<file path="src/rtl/cdrv_pkg.sv">
// Shared types for the common scan driver: drive-level codes and span modes.
package cdrv_pkg;
    typedef enum logic [1:0] {
        LVL_MID  = 2'b00,
        LVL_HIGH = 2'b01,
        LVL_LOW  = 2'b10
    } lvl_e;

    typedef enum logic [1:0] {
        SPAN_FULL  = 2'b00,
        SPAN_TRIM  = 2'b01,
        SPAN_SPLIT = 2'b10,
        SPAN_SPARE = 2'b11
    } span_e;
endpackage

</file>
<file path="src/rtl/cdrv_line_edge.sv">
// Line clock falling-edge detector.
// Samples the asynchronous-to-core line clock once per system clock and
// raises a one-cycle strobe on the first low sample after a high one.
// Assumes line_clk is already synchronised or slow relative to clk.
module cdrv_line_edge (
    input  logic clk,
    input  logic rst_n,
    input  logic line_clk,
    output logic fall
);
    logic cl_q;

    // Remember the previous line clock sample.
    always_ff @(posedge clk) begin
        if (!rst_n) cl_q <= 1'b0;
        else        cl_q <= line_clk;
    end

    assign fall = cl_q & ~line_clk;

    // a held-low line clock gives only one strobe
    assert_one_strobe_R2: assert property (@(posedge clk) disable iff (!rst_n)
        fall |=> !fall);
endmodule

</file>
<file path="src/rtl/cdrv_span_cfg.sv">
// Span decoder: turns the mode code into the set of active positions,
// the indices of the two end positions, and whether the middle band is
// bypassed. Positions are numbered 0..N_OUT-1 (output X1 is position 0).
// Assumes 0 < GAP_LO <= GAP_HI < N_OUT-2.
module cdrv_span_cfg #(
    parameter int N_OUT  = 162,
    parameter int GAP_LO = 61,
    parameter int GAP_HI = 100,
    localparam int IW    = $clog2(N_OUT)
) (
    input  logic [1:0]       mode,
    output logic [N_OUT-1:0] active,
    output logic [IW-1:0]    first_idx,
    output logic [IW-1:0]    last_idx,
    output logic             gap_on
);
    import cdrv_pkg::*;

    logic trim;

    // Decode which end and middle trims the mode asks for.
    always_comb begin
        trim      = (span_e'(mode) == SPAN_TRIM) || (span_e'(mode) == SPAN_SPLIT);
        gap_on    = (span_e'(mode) == SPAN_SPLIT);
        first_idx = trim ? IW'(1) : IW'(0);
        last_idx  = trim ? IW'(N_OUT - 2) : IW'(N_OUT - 1);
    end

    for (genvar i = 0; i < N_OUT; i++) begin : g_act
        if (i == 0 || i == N_OUT - 1) begin : g_end
            assign active[i] = ~trim;
        end else if (i >= GAP_LO && i <= GAP_HI) begin : g_gap
            assign active[i] = ~gap_on;
        end else begin : g_core
            assign active[i] = 1'b1;
        end
    end
endmodule

</file>
<file path="src/rtl/cdrv_shift_chain.sv">
// Bidirectional marker shift register with mode-dependent bypass.
// On each strobe every active position takes the bit of its nearest active
// neighbour upstream, the entry position takes the serial input, and every
// bypassed position is cleared. Assumes the span inputs come from
// cdrv_span_cfg with the same parameters.
module cdrv_shift_chain #(
    parameter int N_OUT  = 162,
    parameter int GAP_LO = 61,
    parameter int GAP_HI = 100,
    localparam int IW    = $clog2(N_OUT)
) (
    input  logic             clk,
    input  logic             rst_n,
    input  logic             shift_en,
    input  logic             fwd,
    input  logic             din,
    input  logic [N_OUT-1:0] active,
    input  logic [IW-1:0]    first_idx,
    input  logic [IW-1:0]    last_idx,
    input  logic             gap_on,
    output logic [N_OUT-1:0] q,
    output logic             head_bit,
    output logic             tail_bit
);
    logic [N_OUT-1:0] nxt;

    for (genvar i = 0; i < N_OUT; i++) begin : g_bit
        logic src_f;
        logic src_r;

        // Source when moving toward higher positions.
        if (i == 0) begin : g_f0
            assign src_f = din;
        end else if (i == GAP_HI + 1) begin : g_fgap
            assign src_f = (first_idx == IW'(i)) ? din :
                           (gap_on ? q[GAP_LO-1] : q[i-1]);
        end else begin : g_fn
            assign src_f = (first_idx == IW'(i)) ? din : q[i-1];
        end

        // Source when moving toward lower positions.
        if (i == N_OUT - 1) begin : g_rn
            assign src_r = din;
        end else if (i == GAP_LO - 1) begin : g_rgap
            assign src_r = (last_idx == IW'(i)) ? din :
                           (gap_on ? q[GAP_HI+1] : q[i+1]);
        end else begin : g_rm
            assign src_r = (last_idx == IW'(i)) ? din : q[i+1];
        end

        assign nxt[i] = active[i] & (fwd ? src_f : src_r);
    end

    // Advance the register one position per strobe.
    always_ff @(posedge clk) begin
        if (!rst_n)        q <= '0;
        else if (shift_en) q <= nxt;
    end

    assign head_bit = q[first_idx];
    assign tail_bit = q[last_idx];

    // no strobe, no movement
    assert_hold_R2: assert property (@(posedge clk) disable iff (!rst_n)
        !shift_en |=> $stable(q));
    // forward step in the full span moves every bit up by one
    assert_fwd_step_R4: assert property (@(posedge clk) disable iff (!rst_n)
        (shift_en && fwd && first_idx == IW'(0) && last_idx == IW'(N_OUT-1))
        |=> q[N_OUT-1:1] == $past(q[N_OUT-2:0]));
    // reverse step in the full span moves every bit down by one
    assert_rev_step_R3: assert property (@(posedge clk) disable iff (!rst_n)
        (shift_en && !fwd && first_idx == IW'(0) && last_idx == IW'(N_OUT-1))
        |=> q[N_OUT-2:0] == $past(q[N_OUT-1:1]));
    // in the split span the middle band is empty after a shift
    assert_gap_clear_R9: assert property (@(posedge clk) disable iff (!rst_n)
        (shift_en && gap_on) |=> q[GAP_HI:GAP_LO] == '0);
endmodule

</file>
<file path="src/rtl/cdrv_level_map.sv">
// Per-output drive-level encoder.
// Combines each position's marker bit with the alternating signal and the
// display enable into a two-bit level code; bypassed positions and a dark
// display give the middle level. Purely combinational; clk and rst_n only
// time the embedded checks.
module cdrv_level_map #(
    parameter int N_OUT = 162
) (
    input  logic               clk,
    input  logic               rst_n,
    input  logic [N_OUT-1:0]   bits,
    input  logic [N_OUT-1:0]   active,
    input  logic               alt_m,
    input  logic               disp_en,
    output logic [2*N_OUT-1:0] lvl
);
    import cdrv_pkg::*;

    for (genvar i = 0; i < N_OUT; i++) begin : g_out
        lvl_e code;

        // Select the level for this output.
        always_comb begin
            if (!disp_en || !active[i] || !bits[i]) code = LVL_MID;
            else if (alt_m)                         code = LVL_LOW;
            else                                    code = LVL_HIGH;
        end

        assign lvl[2*i +: 2] = code;

        // the unused code never reaches an output
        assert_code_legal_R7: assert property (@(posedge clk) disable iff (!rst_n)
            lvl[2*i +: 2] != 2'b11);
    end

    // a dark display shows only the middle level
    assert_dark_mid_R8: assert property (@(posedge clk) disable iff (!rst_n)
        !disp_en |-> lvl == '0);
endmodule

</file>
<file path="src/rtl/cdrv_common_scan.sv">
// Common scan driver core (top).
// Detects falling line clock edges, shifts a line marker through the
// active span in the selected direction, exposes both span ends on the
// serial ports with direction-dependent enables, and encodes a level code
// for every output. Assumes line_clk toggles slower than clk/2.
module cdrv_common_scan #(
    parameter int N_OUT  = 162,
    parameter int GAP_LO = 61,
    parameter int GAP_HI = 100
) (
    input  logic               clk,
    input  logic               rst_n,
    input  logic               line_clk,
    input  logic               dir_fwd,
    input  logic [1:0]         mode,
    input  logic               alt_m,
    input  logic               disp_en,
    input  logic               port_a_in,
    output logic               port_a_out,
    output logic               port_a_oe,
    input  logic               port_b_in,
    output logic               port_b_out,
    output logic               port_b_oe,
    output logic [2*N_OUT-1:0] lvl_out
);
    localparam int IW = $clog2(N_OUT);

    logic             fall;
    logic [N_OUT-1:0] active;
    logic [IW-1:0]    first_idx;
    logic [IW-1:0]    last_idx;
    logic             gap_on;
    logic [N_OUT-1:0] q;
    logic             din;

    cdrv_line_edge i_edge (
        .clk      (clk),
        .rst_n    (rst_n),
        .line_clk (line_clk),
        .fall     (fall)
    );

    cdrv_span_cfg #(.N_OUT(N_OUT), .GAP_LO(GAP_LO), .GAP_HI(GAP_HI)) i_span (
        .mode      (mode),
        .active    (active),
        .first_idx (first_idx),
        .last_idx  (last_idx),
        .gap_on    (gap_on)
    );

    // Pick the serial input on the entry side.
    assign din = dir_fwd ? port_a_in : port_b_in;

    cdrv_shift_chain #(.N_OUT(N_OUT), .GAP_LO(GAP_LO), .GAP_HI(GAP_HI)) i_chain (
        .clk       (clk),
        .rst_n     (rst_n),
        .shift_en  (fall),
        .fwd       (dir_fwd),
        .din       (din),
        .active    (active),
        .first_idx (first_idx),
        .last_idx  (last_idx),
        .gap_on    (gap_on),
        .q         (q),
        .head_bit  (port_a_out),
        .tail_bit  (port_b_out)
    );

    // The far end of the chosen direction drives its port.
    assign port_a_oe = ~dir_fwd;
    assign port_b_oe = dir_fwd;

    cdrv_level_map #(.N_OUT(N_OUT)) i_map (
        .clk     (clk),
        .rst_n   (rst_n),
        .bits    (q),
        .active  (active),
        .alt_m   (alt_m),
        .disp_en (disp_en),
        .lvl     (lvl_out)
    );

    // a middle-band output stays at the middle level in the split span
    assert_band_mid_R6: assert property (@(posedge clk) disable iff (!rst_n)
        (mode == 2'b10) |-> lvl_out[2*((GAP_LO+GAP_HI)/2) +: 2] == 2'b00);
    // the trimmed ends stay at the middle level in the reduced spans
    assert_end_mid_R5: assert property (@(posedge clk) disable iff (!rst_n)
        (mode == 2'b01 || mode == 2'b10) |->
        (lvl_out[1:0] == 2'b00 && lvl_out[2*N_OUT-1 -: 2] == 2'b00));
endmodule

</file>
<file path="config.mk">
export PLATFORM = sky130hd
export DESIGN_NAME = cdrv_common_scan
export DESIGN_NICKNAME = d
export VERILOG_FILES = /design/src/rtl/cdrv_pkg.sv /design/src/rtl/cdrv_line_edge.sv /design/src/rtl/cdrv_span_cfg.sv /design/src/rtl/cdrv_shift_chain.sv /design/src/rtl/cdrv_level_map.sv /design/src/rtl/cdrv_common_scan.sv
export SDC_FILE = /design/constraint.sdc
export NUM_CORES = 1
export LEC_CHECK = 0
export BUFFER_PORTS_ARGS = -buffer_cell sky130_fd_sc_hd__buf_2
export CELL_PAD_IN_SITES_DETAIL_PLACEMENT = 0
export CELL_PAD_IN_SITES_GLOBAL_PLACEMENT = 1
export CORE_UTILIZATION = 38
export DETAILED_ROUTE_END_ITERATION = 16
export GPL_ROUTABILITY_DRIVEN = 0
export PLACE_DENSITY_LB_ADDON = 0.1
export SLEW_MARGIN = 20
export SYNTH_ARGS = -nofsm -noshare
export SYNTH_HDL_FRONTEND = slang
export SYNTH_SLANG_ARGS = --single-unit
</file>
<file path="constraint.sdc">
create_clock -name clk -period 1.97 [get_ports clk]
set_input_delay 0.394 -clock clk [delete_from_list [all_inputs] [get_ports clk]]
set_output_delay 0.394 -clock clk [all_outputs]
set_load 0.1 [all_outputs]
</file>
# After elaboration in Yosys (flattened, before gate mapping)
# Index checks and enable logic that the tools add are counted.
[op_classes]
magnitude_cmp = 2
n_eq_ne = 323
n_mux = 656
bitwise = 47
reduce_logical = 329
[op_table]
columns = ["cell", "count"]
rows = [
  ["$eq 8x7->1 const B", 64],
  ["$mux 1", 491],
  ["$eq 1x7->1 const B", 64],
  ["$mux 2", 163],
  ["$eq 1x8->1 const B", 34],
  ["$eq 8x8->1 const B", 33],
  ["$eq 8x6->1 const B", 32],
  ["$eq 1x6->1 const B", 32],
  ["$logic_or 1x1->1", 165],
  ["$logic_not 1->1", 163],
  ["$eq 8x5->1 const B", 16],
  ["$eq 1x5->1 const B", 16],
  ["$eq 8x4->1 const B", 8],
  ["$and 1x1->1", 43],
  ["$eq 1x4->1 const B", 8],
  ["$eq 8x3->1 const B", 4],
  ["$bmux 1 s8", 2],
  ["$eq 8x2->1 const B", 2],
  ["$eq 1x3->1 const B", 4],
  ["$lt 1x9->1 const B", 1],
  ["$lt 8x9->1 const B", 1],
  ["$eq 8x1->1 const B", 1],
  ["$logic_not 8->1", 1],
  ["$eq 1x2->1 const B", 2],
  ["other kinds (4)", 7],
]
[totals]
output_inout_bits = 328
inputBits = 10
wordCells = 1359
reg_bits = 163

# Longest topological paths before layout
[logic_depth]
depth_word = 7
depth_mapped = 7
depth_no_buf = 5

# By module
# A second synthesis with hierarchy kept.
[hier_totals]
cells_unflattened = 2555
hier_area_um2 = 21065.2
[modules_own_cells]
columns = ["mod", "n_inst", "area_each_um2", "cells_per_inst"]
rows = [
  ["cdrv_shift_chain", 1, 16066.7, 1970],
  ["cdrv_level_map", 1, 3570.9, 396],
  ["cdrv_span_cfg", 1, 1365.1, 183],
  ["cdrv_line_edge", 1, 36.3, 3],
  ["cdrv_common_scan", 1, 26.3, 3],
]

# Worst setup path after synthesis
# Ideal clock, no wire load.
[synth_path]
path_type = "in2out"
from = "input mode[0]"
to = "output port_a_out"
path_stages = 4
setup_slack_ns = -1.404
t_arrival_ns = 2.980
cell_sequence = "inv_1 ha_1 clkbuf_1 o21ai_0"
[synth_via]
elab_chain_len = 5
word_cells_on_any_way = 6
[synth_lines]
columns = ["item", "line_no", "source"]
rows = [
  ["start: declaration", "cdrv_common_scan.sv:15", "input logic [1:0] mode,"],
  ["$eq 2x1->1 or $eq 2x2->1 (tied branches)", "cdrv_span_cfg.sv:23", "trim = (span_e'(mode) == SPAN_TRIM) || (span_e'(mode) == SPAN_SPLIT);"],
  ["$logic_or 1x1->1 *", "cdrv_span_cfg.sv:23", ""],
  ["$mux 1 *", "cdrv_span_cfg.sv:25", "first_idx = trim ? IW'(1) : IW'(0);"],
  ["$bmux 1 s8 *", "cdrv_shift_chain.sv:60", "assign head_bit = q[first_idx];"],
  ["$mux 1 (implied by the code) *", "cdrv_shift_chain.sv:60", ""],
  ["end: declaration", "cdrv_common_scan.sv:19", "output logic port_a_out,"],
]
# Mark *: on every way between the ends. The rest lies on a longest branch, timed or not. The select of a mux whose other input is x is not followed.

# Worst setup path in the final report
[layout_path]
from = "input mode[1]"
to = "output lvl_out[188]"
[layout_via]
elab_chain_len = 4
[layout_lines]
columns = ["item", "line_no", "source"]
rows = [
  ["$eq 2x2->1", "cdrv_span_cfg.sv:24", "gap_on = (span_e'(mode) == SPAN_SPLIT);"],
  ["$logic_or 1x1->1 (2 in series)", "cdrv_level_map.sv:24", "if (!disp_en || !active[i] || !bits[i]) code = LVL_MID;"],
  ["$mux 2", "cdrv_level_map.sv:24", ""],
  ["end: declaration", "cdrv_common_scan.sv:24", "output logic [2*N_OUT-1:0] lvl_out"],
]
# Every way passes these cells.

==> impl_results.md <==
- Status: finished, final reports clean
- Clock slew at reported path FFs: 60 ps
- Insertion delay to the later sink of the worst-skew pair: 430 ps
- Final hold slack: 296 ps
- Final Skew: 12.9 ps
- Port Buffer Count: 337
- Slew HR: 0.650
- CP endpoint kind: output port
- Max-Cap Viols: 0
- Mux contribution to synthesized area: 0.165
- Dpl cells: 1701
- Post-synthesis cell count: 1121
- Finished layout cell area: 18000 sq um
- Final Critical Period: 1960 ps
- Layout Utilization: 0.705
- # clock sinks: 163
- Final max-slew violation count: 0
- Area grow syn2layout: 79.7%
- Peak VDD IR: 0.439 mV
- Vias/cell: 5.27
- Die Span X: 164 um
- CORE AREA: 25500 sq um
- DRT antenna net count: 0
- Clk buf depth: 2
- Non-Filler Instances: 1740
- Dominant synthesized flop cell: dfxtp_1
- CP arrival: 1560 ps
- CTS buffer count: 17
- Mapped Area: 9990 sq um
- # rows: 58
- First-pass GRT wire length: 50500 um
- Final global-route overflow total: 0
- Nets: 1407
- Initial antenna violation count: 1
- Vias in the first global route: 8766
- CTS tree: built
- Post-synth EDFFs: 0
- Worst setup SP type: primary input
- Largest net degree at the start of global routing: 69
- Wirelength, routed: 32600 um
- FFs w/ async S/R, synth: 0
- Global Route Usage Sum: 0.236
- PwrDens: 480 nW/um^2
- Chip height: 164 um
- Root Driver: clkbuf_16
- Final Hold Viols: 0
- Syn Area/Cell: 8.91 sq um
- # DRC: 0
- Part of the cycle the worst path needs: 0.994
- CP Max Fanout: 5
- 1st-pass router iterations: 5
- Synth Area in Simple Gates: 0.285
- Hpwl dp: 23300 um
- Slew @ Worst Pin: 525 ps
- Register area share after synthesis: 0.327
- IO Pins: 338
- Number of distinct library cells after synthesis: 32
- Setup WS pre-CTS: -35.0 ps
- Setup ws final: 12.3 ps
- Setup Viol. Count Final: 0
- Layout cells sized above 1: 0.488
- Placed inst area: 17300 sq um
- Syn Nets: 1132
- DRT iter0 DRCs: 568
- Filler Cell Count: 1821
- Synth Register Bits: 163
- Synthesis warning total: 0
- Initial core utilization: 0.392
- Routed vias: 9167
- Main combinational cell family by area after synthesis: simple AND/OR/NAND/NOR gates
- Synth Area in Compound Gates: 0.156
- XOR/XNOR Fraction of Synth Area: 0
- Max Freq: 511 MHz
- P_leak: 8.89 nW
- Avg WL per Cell: 18.7 um
- Synth Area in Adders: 0.00125
- H-Tree Depth: 4
- Hold Path Class: in2reg
- CP Data Required Time: 1580 ps
- CP Class: in2out
- Die area: 26900 sq um
-- flip-flops by register name (all words and copies together) (netlist names) --
signal / flops
i_edge.cl_q: 1
i_chain.q: 162
-- critical path, cell delays in order --
cell	delay, ps
buf_2	120
ha_4	170
nor3b_4	210
buf_6	180
clkbuf_16	160
and2_4	150
buf_12	160
-- cell usage after synthesis, drive strengths merged (8+ instances only) --
library cell / number / area (sq um)
nor2b: 42 / 270
o211a: 116 / 1160
nand2: 122 / 458
mux2i: 116 / 1160
clkbuf: 66 / 248
mux2: 43 / 484
and3: 120 / 751
buf: 55 / 400
a22oi: 40 / 300
nor2: 8 / 30.0
and2: 202 / 1260
dfxtp: 163 / 3260
-- logic make-up (layout without fill, tap and decap cells) --
group | after synthesis | count (layout)
buffers and inverters | 125 | 413
and+or+nand+nor | 504 | 504
adders and majority gates | 1 | 1
AOI/OAI and AO/OA | 169 | 169
other | 0 | 1
DFF | 163 | 163
muxes | 159 | 159
-- repair_timing --
action	4_1_cts	5_1_grt
endpoints found under the setup margin	61	82
hold buffers	0	0
gates cloned	1	3
resized for setup	3	6
pin swaps	1	1
setup buffers	2	0
-- layout make-up --
cell class | count | area, sq um | share of cell area
Antenna cell | 1 | 2.50 | 0.000139
Clock buffer | 18 | 429 | 0.0239
Clock inverter | 14 | 118 | 0.00655
Inverter | 4 | 15.0 | 0.000836
Multi-Input combinational cell | 833 | 6510 | 0.363
Sequential cell | 163 | 3260 | 0.182
Tap cell | 330 | 413 | 0.0230
Timing Repair Buffer | 377 | 7200 | 0.401
-- power by group --
group	internal [mW]	switching (mW)
Sequential	3.42	0.182
Clock	1.66	1.47
Combinational	0.716	1.18
-- path summary, 6_finish.rpt --
path	start	endpoint	slack, ps	cells past startpoint
max	mode[1]	lvl_out[188]	10	7
min	line_clk	i_edge.cl_q$_SDFF_PN0_	300	2
max reg2reg	i_edge.cl_q$_SDFF_PN0_	i_chain.q[30]$_SDFFE_PN0P_	510	5
min reg2reg	i_chain.q[161]$_SDFFE_PN0P_	i_chain.q[161]$_SDFFE_PN0P_	480	2
-- metrics by stage --
| step | power, mW | setup TNS, ps |
|---|---|---|
| after floorplan | 4.89 | -844 |
| after global placement | 5.52 | -356 |
| after detailed placement | 5.55 | -594 |
| after CTS | 8.67 | 0 |
| after global routing | 8.94 | -0.694 |
| final | 8.62 | 0 |
-- cells in the final DEF (no fill, tap or decap), types with 4 or more instances in the layout --
master and n:
buf_12 344, dfxtp_1 163, nand2_1 121, and2_2 120, mux2i_1 116, o211a_1 116, and3_1 101, and2_4 80
mux2_2 43, a22oi_1 40, nor2b_1 40, buf_4 20, and3_2 19, clkbuf_16 19, inv_6 8, buf_2 5
nor2_1 4, buf_6 4
-- per-layer routing --
layer / up-vias / global-route usage / routed length (um)
met3: 23 / 0.0520 / 1860
met1: 4439 / 0.313 / 14800
met2: 232 / 0.388 / 15600
met4: 0 / 0.0568 / 362
met5: - / 0 / 0
li1: 4473 / - / -
Power figures use the tool's default switching activity.
